**src/rtl/frt_compare.sv**
```systemverilog
module frt_compare #(
  parameter int W    = 16,
  parameter int SELW = 3,
  parameter int NCH  = 4,
  parameter int AW   = 3
)(
  input  logic            clk,
  input  logic            rst_n,
  input  logic            wr_en,
  input  logic [AW-1:0]   addr,
  input  logic [W-1:0]    wdata,
  output logic [W-1:0]    rdata,
  output logic [W-1:0]    count_o,
  output logic [NCH/2-1:0] cmp_out,
  output logic            ovf_flag,
  output logic [NCH-1:0]  cmp_flag
);
  localparam int NP   = NCH / 2;
  localparam int PCW  = (1 << SELW) - 1;
  localparam int CMPB = 4;
  localparam int B_CLR  = SELW + 1;
  localparam int B_PAIR = SELW + 2;
  localparam logic [AW-1:0] A_CTRL = AW'(0);
  localparam logic [AW-1:0] A_CNT  = AW'(1);
  localparam logic [AW-1:0] A_FLG  = AW'(2);
  localparam logic [AW-1:0] A_PIN  = AW'(3);

  logic            run, clr_en;
  logic [SELW-1:0] sel;
  logic [NP-1:0]   pair_en;
  logic [PCW-1:0]  pcnt, lim;
  logic [W-1:0]    cnt;
  logic [NCH-1:0][W-1:0] cmp;
  logic [NCH-1:0]  match;
  logic            tick, wr_ctrl, wr_cnt, wr_flg, clr_hit, ovf_set;

  assign wr_ctrl = wr_en && addr == A_CTRL;
  assign wr_cnt  = wr_en && addr == A_CNT;
  assign wr_flg  = wr_en && addr == A_FLG;
  assign lim     = ~({PCW{1'b1}} << sel);
  assign tick    = run && pcnt >= lim;
  assign clr_hit = clr_en && match[0];
  assign ovf_set = tick && !wr_cnt && cnt == {W{1'b1}} && !clr_hit;
  assign count_o = cnt;

  genvar gi;
  generate
    for (gi = 0; gi < NCH; gi++) begin : g_match
      assign match[gi] = tick && !wr_cnt && cnt == cmp[gi];
    end
  endgenerate

  always_ff @(posedge clk or negedge rst_n) begin
    if (!rst_n) begin
      run     <= 1'b0;
      sel     <= '0;
      clr_en  <= 1'b0;
      pair_en <= '0;
    end else if (wr_ctrl) begin
      run     <= wdata[0];
      sel     <= wdata[SELW:1];
      clr_en  <= wdata[B_CLR];
      pair_en <= wdata[B_PAIR +: NP];
    end
  end

  always_ff @(posedge clk or negedge rst_n) begin
    if (!rst_n)            pcnt <= '0;
    else if (!run || tick) pcnt <= '0;
    else                   pcnt <= pcnt + PCW'(1);
  end

  always_ff @(posedge clk or negedge rst_n) begin
    if (!rst_n)       cnt <= '0;
    else if (wr_cnt)  cnt <= wdata;
    else if (clr_hit) cnt <= '0;
    else if (tick)    cnt <= cnt + W'(1);
  end

  always_ff @(posedge clk or negedge rst_n) begin
    if (!rst_n) cmp <= '0;
    else
      for (int i = 0; i < NCH; i++)
        if (wr_en && addr == AW'(CMPB + i)) cmp[i] <= wdata;
  end

  always_ff @(posedge clk or negedge rst_n) begin
    if (!rst_n) begin
      ovf_flag <= 1'b0;
      cmp_flag <= '0;
    end else begin
      ovf_flag <= ovf_set | (ovf_flag & ~(wr_flg & wdata[0]));
      cmp_flag <= match | (cmp_flag & ~({NCH{wr_flg}} & wdata[NCH:1]));
    end
  end

  generate
    for (gi = 0; gi < NP; gi++) begin : g_pin
      logic hit_a, hit_b;
      assign hit_a = match[2*gi];
      assign hit_b = match[2*gi+1];
      always_ff @(posedge clk or negedge rst_n) begin
        if (!rst_n) cmp_out[gi] <= 1'b0;
        else if (pair_en[gi]) begin
          if (hit_b)      cmp_out[gi] <= 1'b0;
          else if (hit_a) cmp_out[gi] <= 1'b1;
        end else if (hit_a ^ hit_b) cmp_out[gi] <= ~cmp_out[gi];
      end
    end
  endgenerate

  always_comb begin
    rdata = '0;
    case (addr)
      A_CTRL: begin
        rdata[0]            = run;
        rdata[SELW:1]       = sel;
        rdata[B_CLR]        = clr_en;
        rdata[B_PAIR +: NP] = pair_en;
      end
      A_CNT: rdata = cnt;
      A_FLG: begin
        rdata[0]     = ovf_flag;
        rdata[NCH:1] = cmp_flag;
      end
      A_PIN: rdata[NP-1:0] = cmp_out;
      default:
        for (int i = 0; i < NCH; i++)
          if (addr == AW'(CMPB + i)) rdata = cmp[i];
    endcase
  end
endmodule

```
**config.mk**
```make
export PLATFORM = sky130hd
export DESIGN_NAME = frt_compare
export DESIGN_NICKNAME = d
export VERILOG_FILES = /design/src/rtl/frt_compare.sv
export SDC_FILE = /design/constraint.sdc
export NUM_CORES = 1
export LEC_CHECK = 0
export BUFFER_PORTS_ARGS = -buffer_cell sky130_fd_sc_hd__buf_2
export CELL_PAD_IN_SITES_DETAIL_PLACEMENT = 0
export CELL_PAD_IN_SITES_GLOBAL_PLACEMENT = 1
export CORE_ASPECT_RATIO = 2
export CORE_MARGIN = 1.5
export CORE_UTILIZATION = 43
export DETAILED_ROUTE_END_ITERATION = 8
export GPL_TIMING_DRIVEN = 0
export PLACE_DENSITY_LB_ADDON = 0.15
export SLEW_MARGIN = 20
export SYNTH_ARGS = -nofsm -noshare
export SYNTH_HDL_FRONTEND = slang
export SYNTH_SLANG_ARGS = --single-unit
```
**constraint.sdc**
```tcl
create_clock -name clk -period 2.3 [get_ports clk]
set_clock_uncertainty 0.05 [all_clocks]
set_input_delay 0 -clock clk [delete_from_list [all_inputs] [get_ports clk]]
set_output_delay 0 -clock clk [all_outputs]
set_load 0.02 [all_outputs]
```
### After elaboration in Yosys (flattened, before gate mapping)

Cells that the tools add are included.

* $add $sub $neg: 2
* multipliers: 0
* div/mod/pow operators: 0
* magnitude comparators: 1
* eq/ne operators: 14
* shifts and indexed selects: 1
* muxes and demuxes: 20
* bitwise operators: 13
* reduce and logical (&&, ||, !) cells: 28

Operators with widths (count)
* 16-bit two-way mux: 7
* 16-bit == test: 4
* 9-bit case mux with 2 select lines: 1
* 16-bit by 1-bit adder with 16-bit output, second input constant: 1
* 16-bit == test, second input constant: 1
* 1-bit logical AND: 16
* 3-bit == test, second input constant: 4
* 3-bit case mux with 4 select lines: 1
* 4-bit bitwise AND: 2
* 1-bit two-way mux: 8
* 2-bit case mux with 4 select lines: 1
* 7-bit by 1-bit adder with 7-bit output, second input constant: 1
* 7-bit >= comparator: 1
* 7-bit two-way mux: 1
* 7-bit inverter: 1
* 7-bit by 3-bit left shift with 7-bit output, first input constant: 1
* 3-bit by 2-bit == test with 1-bit output, second input constant: 2
* 3-bit by 1-bit != test with 1-bit output, second input constant: 2
* 2-bit case mux with 3 select lines: 1
* 4-bit inverter: 1
* 4-bit bitwise OR: 1
* 2-bit AND reduction: 2
* 2-bit nonzero test: 2
* 3-bit by 1-bit == test with 1-bit output, second input constant: 1
* other kinds (10): 16

* flip-flop bits (word level): 101
* latch bits: 0
* memory bits (writable): 0
* bits in read-only memories: 0
* bits of input ports: 22
* output and inout port bits: 39
* logic and storage cells: 93
* memories kept: 0

### Logic depth before layout (Yosys ltp)

* depth after elaboration: 10
* gate-level depth with buffers: 9
* depth with buffers taken out: 8

### Worst setup path after synthesis

OpenSTA, ideal clock, no wires.

* kind: reg2reg
* start: reg sel[2]
* end: reg cnt[14] (netlist: count_o[14])
* library setup time: 0.082 ns
* arrival: 2.401 ns
* data required time: 2.168 ns
* setup slack: -0.233 ns
* cell stages (with the launch flop): 10
* buffers on the path: 1
* period minus slack after synthesis: 2.533 ns
* cells stage by stage: dfrtp_1 > or3_1 > ha_1 > nand2b_1 > a31oi_1 > o21ai_2 > nand2_1 > clkbuf_1 > or4_1 > a31oi_1

* longest elaborated chain between the ends: 9
* elaborated cells on any way between the ends: 10
* those cells by class: order compare: 1; shift: 1; mux: 2; bitwise: 1; reduce/logical: 5

RTL lines
* from (decl): line 29 `logic [SELW-1:0] sel;`
* from (signal assigned): line 61 `sel <= wdata[SELW:1];`
* 7-bit by 3-bit left shift with 7-bit output (*): line 40 `assign lim = ~({PCW{1'b1}} << sel);`
* 7-bit inverter (*): line 40
* 7-bit >= comparator (*): line 41 `assign tick = run && pcnt >= lim;`
* 1-bit logical AND (*): line 41
* 1-bit logical AND (2 in series): line 49 `assign match[gi] = tick && !wr_cnt && cnt == cmp[gi];`
* 1-bit logical AND: line 42 `assign clr_hit = clr_en && match[0];`
* 16-bit two-way mux: line 76 `else if (clr_hit) cnt <= '0;`
* 16-bit two-way mux: line 75 `else if (wr_cnt) cnt <= wdata;`
* to (signal assigned): line 75
* to (signal assigned): line 77 `else if (tick) cnt <= cnt + W'(1);`
* to (decl): line 32 `logic [W-1:0] cnt;`

Mark *: on every way between the ends. The rest lies on a longest branch, timed or not.
A chain may end at the register's enable or synchronous reset.

### Worst setup path in the final report

Ends and elaborated chain as after synthesis.

==> results.sh <==
export IMPL_status="finished, violations left"
export IMPL_violations="negative setup slack"
export IMPL_crit_top_cell="a31oi_4"
export IMPL_cts_made_buffers=9
export IMPL_synth_main_ff_cell="dfrtp_1"
export IMPL_core_mm2=0.0139
export IMPL_worst_endpoint_required_ns=2.52
export IMPL_grt_max_degree=60
export IMPL_grt_ovfl_total=0
export IMPL_start_util_pct=43.9
export IMPL_rows=61
export IMPL_die_y_um=171
export IMPL_cts_tree="done"
export IMPL_cp_cell_sequence="or3_4, ha_4, nand2b_4, a31oi_4, o21ai_4, nand2_4, buf_8, or4_4, a31oi_4"
export IMPL_synth_most_common_cell="dfrtp_1"
export IMPL_r2r_setup_slack_ns=-0.25
export IMPL_fin_ws_ns=-0.246
export IMPL_grt_use_total_pct=28.8
export IMPL_maxSlewViolCount=0
export IMPL_rsz0062_at_grt="true"
export IMPL_io_pins=61
export IMPL_yosysWarnings=0
export IMPL_drive_above_1_share_pct=35.6
export IMPL_cp_depth=9
export IMPL_synth_largest_area_cell="dfrtp_1"
export IMPL_p_leak_nw=3.23
export IMPL_crit_family="simple AND/OR/NAND/NOR gates"
export IMPL_tightestPinTransition_ns=0.778
export IMPL_firstDrtPassIters=4
export IMPL_cpMaxStageDelayCell="or4_4"
export IMPL_ys_top_cells_by_area="dfrtp_1, mux2_2, xor2_1"
export IMPL_dr_first_iter_drc_count=298
export IMPL_async_flop_share_pct=100
export IMPL_critical_path_max_stage_delay_ns=0.43
export IMPL_design_area_mm2=0.00757
export IMPL_drt_wirelength_per_cell_um=23.5
export IMPL_synthesis_area_mm2=0.00610
export IMPL_tns_ns=-2.75
export IMPL_fp_dieArea_mm2=0.0149
export IMPL_synth_edff_count=0
export IMPL_route_detailed_drc=0
export IMPL_drtAntennaViolNets=0
export IMPL_post_route_min_period_ns=2.55
export IMPL_min_path_type="input port to register"
export IMPL_detailed_place_area_mm2=0.00667
export IMPL_post_synth_num_cell_types=47
export IMPL_synth_net_count=596
export IMPL_crit_fanout=5
export IMPL_yosysSeqAreaShare_pct=41.4
export IMPL_critPathCapture="count_o[14]"
export IMPL_design_power_total_mw=6.92
export IMPL_dp_hpwl_um=14800
export IMPL_ys_ff_latch=101
export IMPL_worstReg2RegStart="sel[2]"
export IMPL_p_per_area_mw_per_mm2=914
export IMPL_end_kind="register"
export IMPL_clk_latency_ns=0.35
export IMPL_wl_um=20400
export IMPL_dp_cells=814
export IMPL_synthTopCellsByCount="dfrtp_1, mux2_2, xor2_1"
export IMPL_avgSynthCellArea_um2=10.8
export IMPL_vias=4988
export IMPL_portBuffers=59
export IMPL_area_growth_pct=24.1
export IMPL_arrival_ns=2.76
export IMPL_netlist_area_leader_share_pct=41.4
export IMPL_max_vdd_ir_drop_uv=497
export IMPL_die_w_um=87.2
export IMPL_clock_sinks=101
export IMPL_r2r_end="count_o[14]"
export IMPL_max_freq_ghz=0.393
export IMPL_final_setup_viol_count=17
export IMPL_utilization_pct=54.5
export IMPL_fin_crit_sh_pct=111
export IMPL_final_nets=705
export IMPL_maxCapViolCount=0
export IMPL_root_buffer="clkbuf_16"
export IMPL_critPathBufInv=1
export IMPL_gp_congestion=0.869
export IMPL_maxSlewHeadroom_pct=48.1
export IMPL_hold_viol=0
export IMPL_grt_pass1_vias=5343
export IMPL_critPathLaunchType="register"
export IMPL_syn_inst=565
export IMPL_diodes=0
export IMPL_reg2reg_depth=9
export IMPL_ctsLongestPathBuffers=2
export IMPL_viasPerCell=5.75
export IMPL_antenna_found_initial=0
export IMPL_startpoint="sel[2]"
export IMPL_instances_no_fill=868
export IMPL_grt_pass1_wl_um=31300
export IMPL_ctsHtreeMaxLevel=3
export IMPL_clk_transition_reported_paths_ns=0.07
export IMPL_path_class="register to register"
flip-flops by register name (all words and copies together), names as in the netlist:
signal    cells
run           1
cmp_out       2
cmp_flag      4
cmp          64
pair_en       2
clr_en        1
ovf_flag      1
count_o      16
sel           3
pcnt          7
cells by family (layout without fill, tap and decap cells):
logic type | after synthesis | in the layout | share of synthesized area, %
AOI/OAI and AO/OA | 100 | 100 | 11.1
xor gates and xnor gates | 71 | 71 | 10.2
adders and majority gates | 9 | 9 | 1.85
buffers and inverters | 50 | 163 | 4.14
DFF | 101 | 101 | 41.4
muxes | 96 | 96 | 19.1
and+or+nand+nor | 138 | 139 | 12.1
worst min path at each step:
stage / endpoint / cells after the start / startpoint / slack [ns]
after floorplan: clr_en / 0 / rst_n / -0.35
after global placement: cmp[60] / 2 / wdata[12] / 0.25
after detailed placement: pcnt[3] / 1 / rst_n / -0.04
after CTS: cmp_flag[3] / 3 / wdata[4] / 0.02
after global routing: cmp[52] / 2 / wdata[4] / 0.03
final: cmp_flag[3] / 3 / wdata[4] / 0.01
report_power, final:
part / total, mW / internal, mW / switching [mW]
combinational: 2.93 / 1.32 / 1.62
clock: 1.47 / 0.768 / 0.704
sequential: 2.51 / 2.15 / 0.362
total: 6.92 / 4.24 / 2.68
through the flow:
step / setup slack, ns / hold slack, ns
2_1_floorplan: -0.0259 / -0.346
3_3_place_gp: -0.485 / 0.255
3_5_place_dp: -0.502 / -0.0369
4_1_cts: -0.273 / 0.0163
5_1_grt: -0.310 / 0.0275
6_report: -0.246 / 0.0144
what timing repair did:
item / CTS / global route
pin swaps: 28 / 8
resized for setup: 37 / 27
cloned: 1 / 1
hold endpoints to repair: 120 / 0
setup buffers: 17 / 3
hold buffers: 16 / 0
endpoints found under the setup margin: 22 / 25
final cells by class:
type	instances	area (um2)
well taps	189	236
repair buffers	97	683
flip-flops and latches	101	2530
clock inverters	5	35.0
fillers	1314	6320
plain buffers	42	250
clock buffers	11	243
multi-input cells	415	3560
inverters	8	30.0
per-layer routing:
metal | share of wire [%] | wire length, um | up-vias | global-route usage, %
li1 | - | - | 2292 | -
met2 | 52 | 10600 | 147 | 51.7
met3 | 3.2 | 648 | 63 | 3.07
met4 | 6.5 | 1320 | 0 | 16.5
met1 | 38 | 7800 | 2486 | 32.4
met5 | 0 | 0 | - | 0
worst reg2reg max path, delay by kind of cell (launching register included):
family / cells / cell delay, ns
DFF: 1 / 0.41
adders and majority gates: 1 / 0.27
and+or+nand+nor: 4 / 1.07
AOI/OAI and AO/OA: 3 / 0.51
buffers and inverters: 1 / 0.16
cell usage in the layout (no fill, tap or decap), types with 5 or more instances in the layout:
master	netlist	routed
a21boi_0	9	9
a21oi_1	13	13
a22o_1	24	24
a31oi_1	18	13
and3_1	5	5
buf_2	7	63
buf_4	13	26
buf_6	1	9
clkbuf_1	19	18
clkbuf_16	0	10
dfrtp_1	101	99
dlygate4sd3_1	0	16
ha_1	9	8
inv_1	8	8
mux2_2	75	75
mux2i_1	12	12
mux4_2	9	9
nand2_1	29	28
nand3_1	15	15
nand4_1	15	15
nor2_1	31	30
nor4_1	10	6
o21ai_0	24	16
o21ai_2	1	5
or4_1	11	7
xnor2_1	35	31
xor2_1	36	36
(Power assumes the default switching activity.)
